File: src/rtl/tps_pkg.sv
package tps_pkg;

    localparam int TPS_CHAN_W = 8;
    localparam int TPS_NCHAN  = 3;
    localparam int TPS_PIX_W  = TPS_CHAN_W * TPS_NCHAN;
    localparam int TPS_CNT_W  = 8;

    typedef enum logic [1:0] {
        MODE_OFF      = 2'd0,
        MODE_CHECKER  = 2'd1,
        MODE_GRADIENT = 2'd2,
        MODE_RSVD     = 2'd3
    } tps_mode_e;

    typedef struct packed {
        logic [TPS_CHAN_W-1:0] blue;
        logic [TPS_CHAN_W-1:0] green;
        logic [TPS_CHAN_W-1:0] red;
    } tps_bgr_t;

    typedef struct packed {
        logic     valid;
        tps_bgr_t pix;
    } tps_beat_t;

    function automatic logic tps_is_pattern(input tps_mode_e m);
        return (m == MODE_CHECKER) || (m == MODE_GRADIENT);
    endfunction

endpackage

File: src/rtl/tps_line_track.sv
module tps_line_track #(
    parameter int CNT_W = 8
) (
    input  logic             clk,
    input  logic             rst,
    input  logic             vs_i,
    input  logic             de_i,
    input  logic [CNT_W-1:0] alt_lines_i,
    output logic             line_start_o,
    output logic             line_phase_o
);
    logic             de_q;
    logic             line_end;
    logic [CNT_W-1:0] line_cnt;
    logic [CNT_W-1:0] alt_eff;
    logic [CNT_W:0]   cnt_nx;

    assign line_start_o = de_i && !de_q;
    assign line_end     = de_q && !de_i;
    assign alt_eff      = (alt_lines_i == '0) ? CNT_W'(1) : alt_lines_i;
    assign cnt_nx       = {1'b0, line_cnt} + (CNT_W+1)'(1);

    always_ff @(posedge clk) begin
        if (rst) begin
            de_q         <= 1'b0;
            line_cnt     <= '0;
            line_phase_o <= 1'b0;
        end else begin
            de_q <= de_i;
            if (vs_i) begin
                line_cnt     <= '0;
                line_phase_o <= 1'b0;
            end else if (line_end) begin
                if (cnt_nx >= {1'b0, alt_eff}) begin
                    line_cnt     <= '0;
                    line_phase_o <= ~line_phase_o;
                end else begin
                    line_cnt <= cnt_nx[CNT_W-1:0];
                end
            end
        end
    end

    // sync forces phase A even on a line-end edge
    a_r8_vs_phase_a: assert property (@(posedge clk) disable iff (rst)
        vs_i |=> !line_phase_o);

    // the opening phase moves only on a line end
    a_r7_phase_at_line_end: assert property (@(posedge clk) disable iff (rst)
        (!line_end && !vs_i) |=> $stable(line_phase_o));

endmodule

File: src/rtl/tps_checker_run.sv
module tps_checker_run #(
    parameter int CNT_W = 8
) (
    input  logic             clk,
    input  logic             rst,
    input  logic             de_i,
    input  logic             line_start_i,
    input  logic             line_phase_i,
    input  logic [CNT_W-1:0] len_a_i,
    input  logic [CNT_W-1:0] len_b_i,
    output logic             sel_b_o
);
    logic             cur_b;
    logic [CNT_W-1:0] run_cnt;
    logic [CNT_W-1:0] pos;
    logic [CNT_W-1:0] lim;
    logic [CNT_W-1:0] len_sel;
    logic [CNT_W:0]   pos_nx;
    logic             run_last;

    always_comb begin
        sel_b_o  = line_start_i ? line_phase_i : cur_b;
        pos      = line_start_i ? '0 : run_cnt;
        len_sel  = sel_b_o ? len_b_i : len_a_i;
        lim      = (len_sel == '0) ? CNT_W'(1) : len_sel;
        pos_nx   = {1'b0, pos} + (CNT_W+1)'(1);
        run_last = pos_nx >= {1'b0, lim};
    end

    always_ff @(posedge clk) begin
        if (rst) begin
            cur_b   <= 1'b0;
            run_cnt <= '0;
        end else if (de_i) begin
            if (run_last) begin
                cur_b   <= ~sel_b_o;
                run_cnt <= '0;
            end else begin
                cur_b   <= sel_b_o;
                run_cnt <= pos_nx[CNT_W-1:0];
            end
        end
    end

    // the colour swaps right after the last pixel of a run
    a_r5_swap_after_run: assert property (@(posedge clk) disable iff (rst)
        (de_i && run_last) |=> (!de_i || sel_b_o != $past(sel_b_o)));

    // inside a run the colour holds
    a_r5_hold_in_run: assert property (@(posedge clk) disable iff (rst)
        (de_i && !run_last) |=> (!de_i || sel_b_o == $past(sel_b_o)));

endmodule

File: src/rtl/tps_gradient.sv
module tps_gradient #(
    parameter int CHAN_W = 8
) (
    input  logic              clk,
    input  logic              rst,
    input  logic              de_i,
    input  logic              line_start_i,
    input  logic [CHAN_W-1:0] step_i,
    output logic [CHAN_W-1:0] level_o
);
    logic [CHAN_W-1:0] acc;

    assign level_o = line_start_i ? '0 : acc;

    always_ff @(posedge clk) begin
        if (rst)       acc <= '0;
        else if (de_i) acc <= level_o + step_i;
    end

endmodule

File: src/rtl/tps_top.sv
module tps_top
    import tps_pkg::*;
#(
    parameter int CHAN_W = tps_pkg::TPS_CHAN_W,
    parameter int NCHAN  = tps_pkg::TPS_NCHAN,
    parameter int CNT_W  = tps_pkg::TPS_CNT_W
) (
    input  logic                    clk,
    input  logic                    rst,
    input  logic                    vs_i,
    input  logic                    de_i,
    input  logic [1:0]              mode_i,
    input  logic [CHAN_W*NCHAN-1:0] color_a_i,
    input  logic [CHAN_W*NCHAN-1:0] color_b_i,
    input  logic [CNT_W-1:0]        rep_a_i,
    input  logic [CNT_W-1:0]        rep_b_i,
    input  logic [CNT_W-1:0]        alt_lines_i,
    input  logic [CHAN_W-1:0]       grad_step_i,
    input  logic [CHAN_W*NCHAN-1:0] ext_pix_i,
    input  logic                    ext_valid_i,
    output logic [CHAN_W*NCHAN-1:0] pix_o,
    output logic                    pix_valid_o
);
    localparam int PIX_W = CHAN_W * NCHAN;

    tps_mode_e         mode_q;
    logic              line_start;
    logic              line_phase;
    logic              sel_b;
    logic [CHAN_W-1:0] level;
    logic [PIX_W-1:0]  grad_pix;
    logic [PIX_W-1:0]  nxt_pix;
    logic              nxt_valid;

    tps_line_track #(.CNT_W(CNT_W)) u_track (
        .clk          (clk),
        .rst          (rst),
        .vs_i         (vs_i),
        .de_i         (de_i),
        .alt_lines_i  (alt_lines_i),
        .line_start_o (line_start),
        .line_phase_o (line_phase)
    );

    tps_checker_run #(.CNT_W(CNT_W)) u_chk (
        .clk          (clk),
        .rst          (rst),
        .de_i         (de_i),
        .line_start_i (line_start),
        .line_phase_i (line_phase),
        .len_a_i      (rep_a_i),
        .len_b_i      (rep_b_i),
        .sel_b_o      (sel_b)
    );

    tps_gradient #(.CHAN_W(CHAN_W)) u_grad (
        .clk          (clk),
        .rst          (rst),
        .de_i         (de_i),
        .line_start_i (line_start),
        .step_i       (grad_step_i),
        .level_o      (level)
    );

    for (genvar c = 0; c < NCHAN; c++) begin : g_gray
        assign grad_pix[c*CHAN_W +: CHAN_W] = level;
    end

    always_comb begin
        unique case (mode_q)
            MODE_CHECKER: begin
                nxt_valid = de_i;
                nxt_pix   = de_i ? (sel_b ? color_b_i : color_a_i) : '0;
            end
            MODE_GRADIENT: begin
                nxt_valid = de_i;
                nxt_pix   = de_i ? grad_pix : '0;
            end
            default: begin
                nxt_valid = ext_valid_i;
                nxt_pix   = ext_pix_i;
            end
        endcase
    end

    always_ff @(posedge clk) begin
        if (rst) begin
            mode_q      <= MODE_OFF;
            pix_o       <= '0;
            pix_valid_o <= 1'b0;
        end else begin
            if (vs_i) mode_q <= tps_mode_e'(mode_i);
            pix_o       <= nxt_pix;
            pix_valid_o <= nxt_valid;
        end
    end

    // reset clears the output stage
    a_r1_reset_clears: assert property (@(posedge clk)
        rst |=> (!pix_valid_o && pix_o == '0));

    // the captured mode moves only on sync
    a_r3_mode_on_vs: assert property (@(posedge clk) disable iff (rst)
        !vs_i |=> $stable(mode_q));

    // pass-through when disabled or reserved
    a_r2_passthrough: assert property (@(posedge clk) disable iff (rst)
        !tps_is_pattern(mode_q) |=>
            (pix_o == $past(ext_pix_i) && pix_valid_o == $past(ext_valid_i)));

    // generated valid follows data enable
    a_r4_valid_tracks_de: assert property (@(posedge clk) disable iff (rst)
        tps_is_pattern(mode_q) |=> (pix_valid_o == $past(de_i)));

    // the ramp opens each line at zero
    a_r9_line_zero: assert property (@(posedge clk) disable iff (rst)
        (mode_q == MODE_GRADIENT && line_start) |=> (pix_o == '0));

    // all three channels carry the same level
    a_r9_gray_channels: assert property (@(posedge clk) disable iff (rst)
        (mode_q == MODE_GRADIENT) |=>
            (pix_o[PIX_W-1 -: CHAN_W] == pix_o[CHAN_W-1:0]
             && pix_o[2*CHAN_W-1 -: CHAN_W] == pix_o[CHAN_W-1:0]));

endmodule

File: config.mk
export PLATFORM = sky130hd
export DESIGN_NAME = tps_top
export DESIGN_NICKNAME = d
export VERILOG_FILES = /design/src/rtl/tps_pkg.sv /design/src/rtl/tps_line_track.sv /design/src/rtl/tps_checker_run.sv /design/src/rtl/tps_gradient.sv /design/src/rtl/tps_top.sv
export SDC_FILE = /design/constraint.sdc
export NUM_CORES = 1
export LEC_CHECK = 0
export BUFFER_PORTS_ARGS = -buffer_cell sky130_fd_sc_hd__buf_2
export CORE_ASPECT_RATIO = 1.5
export CORE_MARGIN = 1.5
export CORE_UTILIZATION = 53
export DETAILED_ROUTE_END_ITERATION = 8
export PLACE_DENSITY = 0.83
export SLEW_MARGIN = 10
export SYNTH_ARGS = -nofsm -noshare
export SYNTH_HDL_FRONTEND = slang
export SYNTH_SLANG_ARGS = --single-unit
File: constraint.sdc
create_clock -name clk -period 9.85 [get_ports clk]
set_input_delay 0.4925 -clock clk [delete_from_list [all_inputs] [get_ports clk]]
set_output_delay 0.4925 -clock clk [all_outputs]
set_load 0.005 [all_outputs]
# == Yosys cells after proc, flatten, opt, wreduce, memory -nomap -nowiden ==
# Cells that the tools add are included.
# word_totals
latchBits,0
register_bits,54
n_memories,0
rom_bits,0
inputBits,111
mem_bits_rw,0
# classes
shift,0
n_lt_le_gt_ge,2
n_addsub,3
n_reduce_logical,9
n_mux,14
bitwise_logic,2
multipliers,0
div,0
eq_ne,2
# ops
op,count
24-bit 2-to-1 mux,3
8-bit 2-to-1 mux,7
24-bit one-hot mux with 2 select lines,1
"8-bit by 1-bit adder with 9-bit output, second input constant",2
9-bit by 8-bit >= comparator with 1-bit output,2
8-bit logical NOT,2
8-bit adder,1
2-bit OR reduction,2
1-bit 2-to-1 mux,3
"2-bit by 1-bit equality test with 1-bit output, second input constant",1
"2-bit equality test, second input constant",1
1-bit logical AND,2
1-bit logical NOT,2
1-bit inverter,2
2-bit AND reduction,1

# == Depth between registers and ports, before layout ==
# depth
depth_word,8
ltp_mapped,14
depth_no_buf,13

# == Cells and area by module ==
# A second synthesis with hierarchy kept.
# unflattened
cells_unflattened,434
area_unflattened_um2,3870.0
# modules_own_cells
mod,area_per_inst_um2,cells_per_inst,seq_area_each_um2,instances
tps_top,1561.5,156,540.5,1
tps_checker_run,930.9,111,180.2,1
tps_line_track,734.5,89,200.2,1
tps_gradient,643.1,78,160.2,1

# == Worst setup path after synthesis ==
# No wires, ideal clock.
# synth_timing
kind,input -> register
from,input port de_i
to,register u_chk.cur_b
required_ps,9771
t_arrival_ps,3053
path_slack_ps,6717
setup_ps,79
stages,13
cell_sequence,nand2b_4 mux2i_1 buf_4 mux2i_1 nand4_1 o21ai_0 ha_1 nand2b_1 a21o_1 a211o_1 a21oi_4 xnor2_1 a211oi_2
# synth_via
elab_chain_len,7
# synth_lines
element,line_no,source
"start, declared",tps_top.sv:11,"input logic de_i,"
"parallel branches: the longest is 7 deep, another holds 8-bit by 1-bit adder with 9-bit output",-,
"end signal, assigned",tps_checker_run.sv:36,cur_b <= ~sel_b_o;
"end signal, assigned",tps_checker_run.sv:39,cur_b <= sel_b_o;
"end, declared",tps_checker_run.sv:13,logic cur_b;
# Parallel ways; which one is timed is not known.
# A chain may end at the register's enable or synchronous reset.

# == Worst setup path in the final report ==
# Same ends and word-level chain as after synthesis.

==> reports/metrics.csv <==
stage,metric,value,unit
clocking,Max clock buf depth,2,
pwr,NetSw,0.000139,W
timing,pins over their slew limit,0,
yosys,"EDFF count, synth",0,
routing,Post-Route WL,9.34,mm
die,Die W,70.0,µm
pwr,internal cell power,0.000365,W
placed_design,Buffers on Ports,135,
placed_design,GP Congestion,0.881,
routing,detailed-route vias per instance,5.47,
timing,setup TNS,0,ps
die,Core ar.,6490,µm²
clocking,Post-CTS Setup Bufs,0,
worst_setup_path,CP max stage cell,buf_2,
worst_setup_path,Worst Path Required,10070,ps
cells_and_area,Area Growth Syn to Fin,22.9,%
timing,relative slew slack,0.331,
clocking,CTS tree,done,
timing,Clock Skews,6.88,ps
cells_and_area,Fill cells,540,
routing,vias,3416,
grt,largest net degree at the start of global routing,50,
routing,DRC,0,
cells_and_area,multi-input logic area,2330,µm²
yosys,Synth Instances,426,
clocking,"CTS clk-pin slew, worst paths",100,ps
timing,fmax,255,MHz
yosys,yosys warns,0,
cells_and_area,"Net count, final",687,
grt,initial antenna violation count,0,
grt,gr usage total,0.255,
run,MaxCap Viol Count,0,
clocking,cts hold-fix bufs,0,
clocking,root buf cell,clkbuf_8,
yosys,synthesized cell area,3570,µm²
cells_and_area,FF/Latch Area,1080,µm²
yosys,Main synth FF type,dfxtp_1,
clocking,total CTS buffers,5,
timing,Final Critical Period,3930,ps
die,Ports,136,
pwr,Comb pwr share,0.229,
pwr,Pleak,2.36,nW
die,die height,104,µm
worst_setup_path,worst flop-to-flop path startpoint,u_track.de_q,
clocking,H-tree levels,2,
worst_setup_path,"Critical Path, Cell by Cell",buf_2 > nand2b_4 > mux2i_4 > buf_4 > mux2i_1 > nand4_1 > o21ai_0 > ha_1 > nand2b_1 > a21o_1 > a211o_1 > a21oi_4 > xnor2_1 > a211oi_2,
yosys,"Seq/Total Area, Yosys",0.303,
yosys,Yosys cell types,46,
clocking,Sink Count,54,
placed_design,HPWL after DPL,7.33,mm
pwr,sequential share of power,0.471,
placed_design,dpl ws,5630,ps
pwr,Tot Pwr,0.000503,W
timing,worst slew pin tran,997,ps
pwr,maximum vdd drop,82.2,µV
yosys,Syn Nets,565,
grt,GR Overflow Total,0,
cells_and_area,share of cells above drive strength 1,0.284,
worst_setup_path,Critical Path Start,de_i,
yosys,Mean Syn Cell Area,8.38,µm²
worst_setup_path,arrival time worst endpoint,4150,ps
grt,vias in the first global route,3356,
worst_setup_path,Worst setup SP type,input port,
routing,Pre-antenna DRT Iters,4,
routing,DR iter-0 viols,289,
routing,post-route ant nets,0,
timing,unrepaired setup endpoints after global routing,no,
worst_setup_path,crit path max fanout,42,
grt,first-pass GRT wire length,15.4,mm
pwr,clock share of power,0.300,
hold_path,worst hold path startpoint,ext_pix_i[0],
timing,final hold vios,0,
routing,WL per Instance,14.9,µm
pwr,pwr dens,115,nW/µm²
timing,"Period Utilization, post-route",0.398,
die,Starting Density,0.550,
run_status,status,finished clean,
yosys,post-synthesis register bit count,54,
hold_path,hold crit path type,in2reg,
worst_setup_path,CP Class,in2reg,
timing,PnR worst setup slack,5920,ps
clocking,clk_lat worst skew,310,ps
timing,Final setup viols,0,
worst_setup_path,crit end category,register,
yosys,Post-synth ARST share,0,
clocking,PostCTS Resize Cnt,0,
worst_setup_path,Worst path max stage delay,580,ps
die,Rows,36,
cells_and_area,ant diodes,0,
die,Die ar.,7250,µm²
pwr,Net Sw Frac,0.275,
==> power by group through the flow <==
stage	registers, W	logic, W	clock network (W)
floorplan	0.000242	0.0000698	0
CTS	0.000237	0.000115	0.000153
finish	0.000237	0.000115	0.000151
global placement	0.000242	0.000110	0
detailed placement	0.000242	0.000114	0
global route	0.000239	0.000127	0.000164
==> metrics by stage <==
stage | instance area [µm²] | hold slack [ps] | util | std cells
after global routing | 4390 | 419 | 0.676 | 625
after detailed placement | 4270 | 471 | 0.659 | 617
after CTS | 4390 | 411 | 0.676 | 625
after floorplan | 3570 | 449 | - | 426
final | 4390 | 419 | 0.676 | 625
after global placement | 4270 | 461 | 0.659 | 617
==> critical path, delay by kind of cell <==
family	cells	cell delay (ps)
compound gates	5	1190
buf+inv	2	1080
mux	2	520
simple gates	3	470
fa+ha+maj	1	250
xor+xnor	1	120
==> Yosys cell counts, types with 2 or more instances <==
library cell,n,area share
and2_1,8,0.014
nor2_1,49,0.052
a221oi_1,3,0.0074
inv_1,20,0.021
and3_1,2,0.0035
nand2b_1,10,0.018
clkbuf_1,12,0.013
a21boi_0,2,0.0042
or3_1,2,0.0035
a21o_1,6,0.013
nor2b_1,5,0.0088
nand4_1,2,0.0035
a31oi_1,4,0.0070
nor3b_1,3,0.0063
nor3_1,4,0.0056
o211ai_1,2,0.0042
buf_4,3,0.0063
dfxtp_1,54,0.30
mux2i_1,60,0.17
o21ai_0,28,0.039
xnor2_1,12,0.029
nand3b_1,3,0.0063
nand3_1,26,0.036
nand2_1,30,0.032
a21oi_1,16,0.022
ha_1,27,0.095
buf_1,6,0.0063
mux2_2,3,0.0095
or2_2,3,0.0053
xor2_1,5,0.012
==> worst paths after layout <==
path,depth (start not counted),endpoint,slack [ps]
min reg2reg,2,u_track.line_cnt[7],490
min,3,pix_o[0],420
max reg2reg,13,u_chk.cur_b,6150
max,14,u_chk.cur_b,5920
==> flip-flops by register name, summed over array words and instances (netlist names) <==
| register | count |
|---|---|
| pix_o | 24 |
| u_chk.run_cnt | 8 |
| u_grad.acc | 8 |
| u_track.line_cnt | 8 |
| mode_q | 2 |
| pix_valid_o | 1 |
| u_chk.cur_b | 1 |
| u_track.de_q | 1 |
| u_track.line_phase_o | 1 |
==> logic make-up after synthesis <==
kind of cell	Yosys count	share of synthesized area
compound gates	71	0.125
xor+xnor	17	0.0417
fa+ha+maj	28	0.100
buf+inv	42	0.0477
flops	54	0.303
mux	63	0.178
simple gates	151	0.205
==> placed cells by master, fill, tap and decap left out, drive strengths merged, types with 17 or more instances in the layout <==
cell   count
dfxtp     54
nand3     26
a21oi     17
nand2     30
mux2i     60
nor2      49
buf      137
inv       21
o21ai     28
ha        27
==> final cells by class <==
| cell class | instances | area share |
|---|---|---|
| clock buffer | 5 | 0.0157 |
| clock inverter | 3 | 0.00999 |
| inverter | 20 | 0.0171 |
| multi-input combinational | 330 | 0.532 |
| sequential | 54 | 0.247 |
| tap | 76 | 0.0217 |
| timing repair buffer | 137 | 0.157 |
==> per-layer routing <==
metal	global-route usage	vias to the layer above	share of wire	wire length [µm]
met5	0	-	0	0
met4	0.0893	0	0.031	288
met3	0.0321	23	0.034	320
met2	0.461	92	0.52	4830
met1	0.304	1571	0.42	3900
li1	-	1730	-	-
Power figures use the tool's default switching activity.
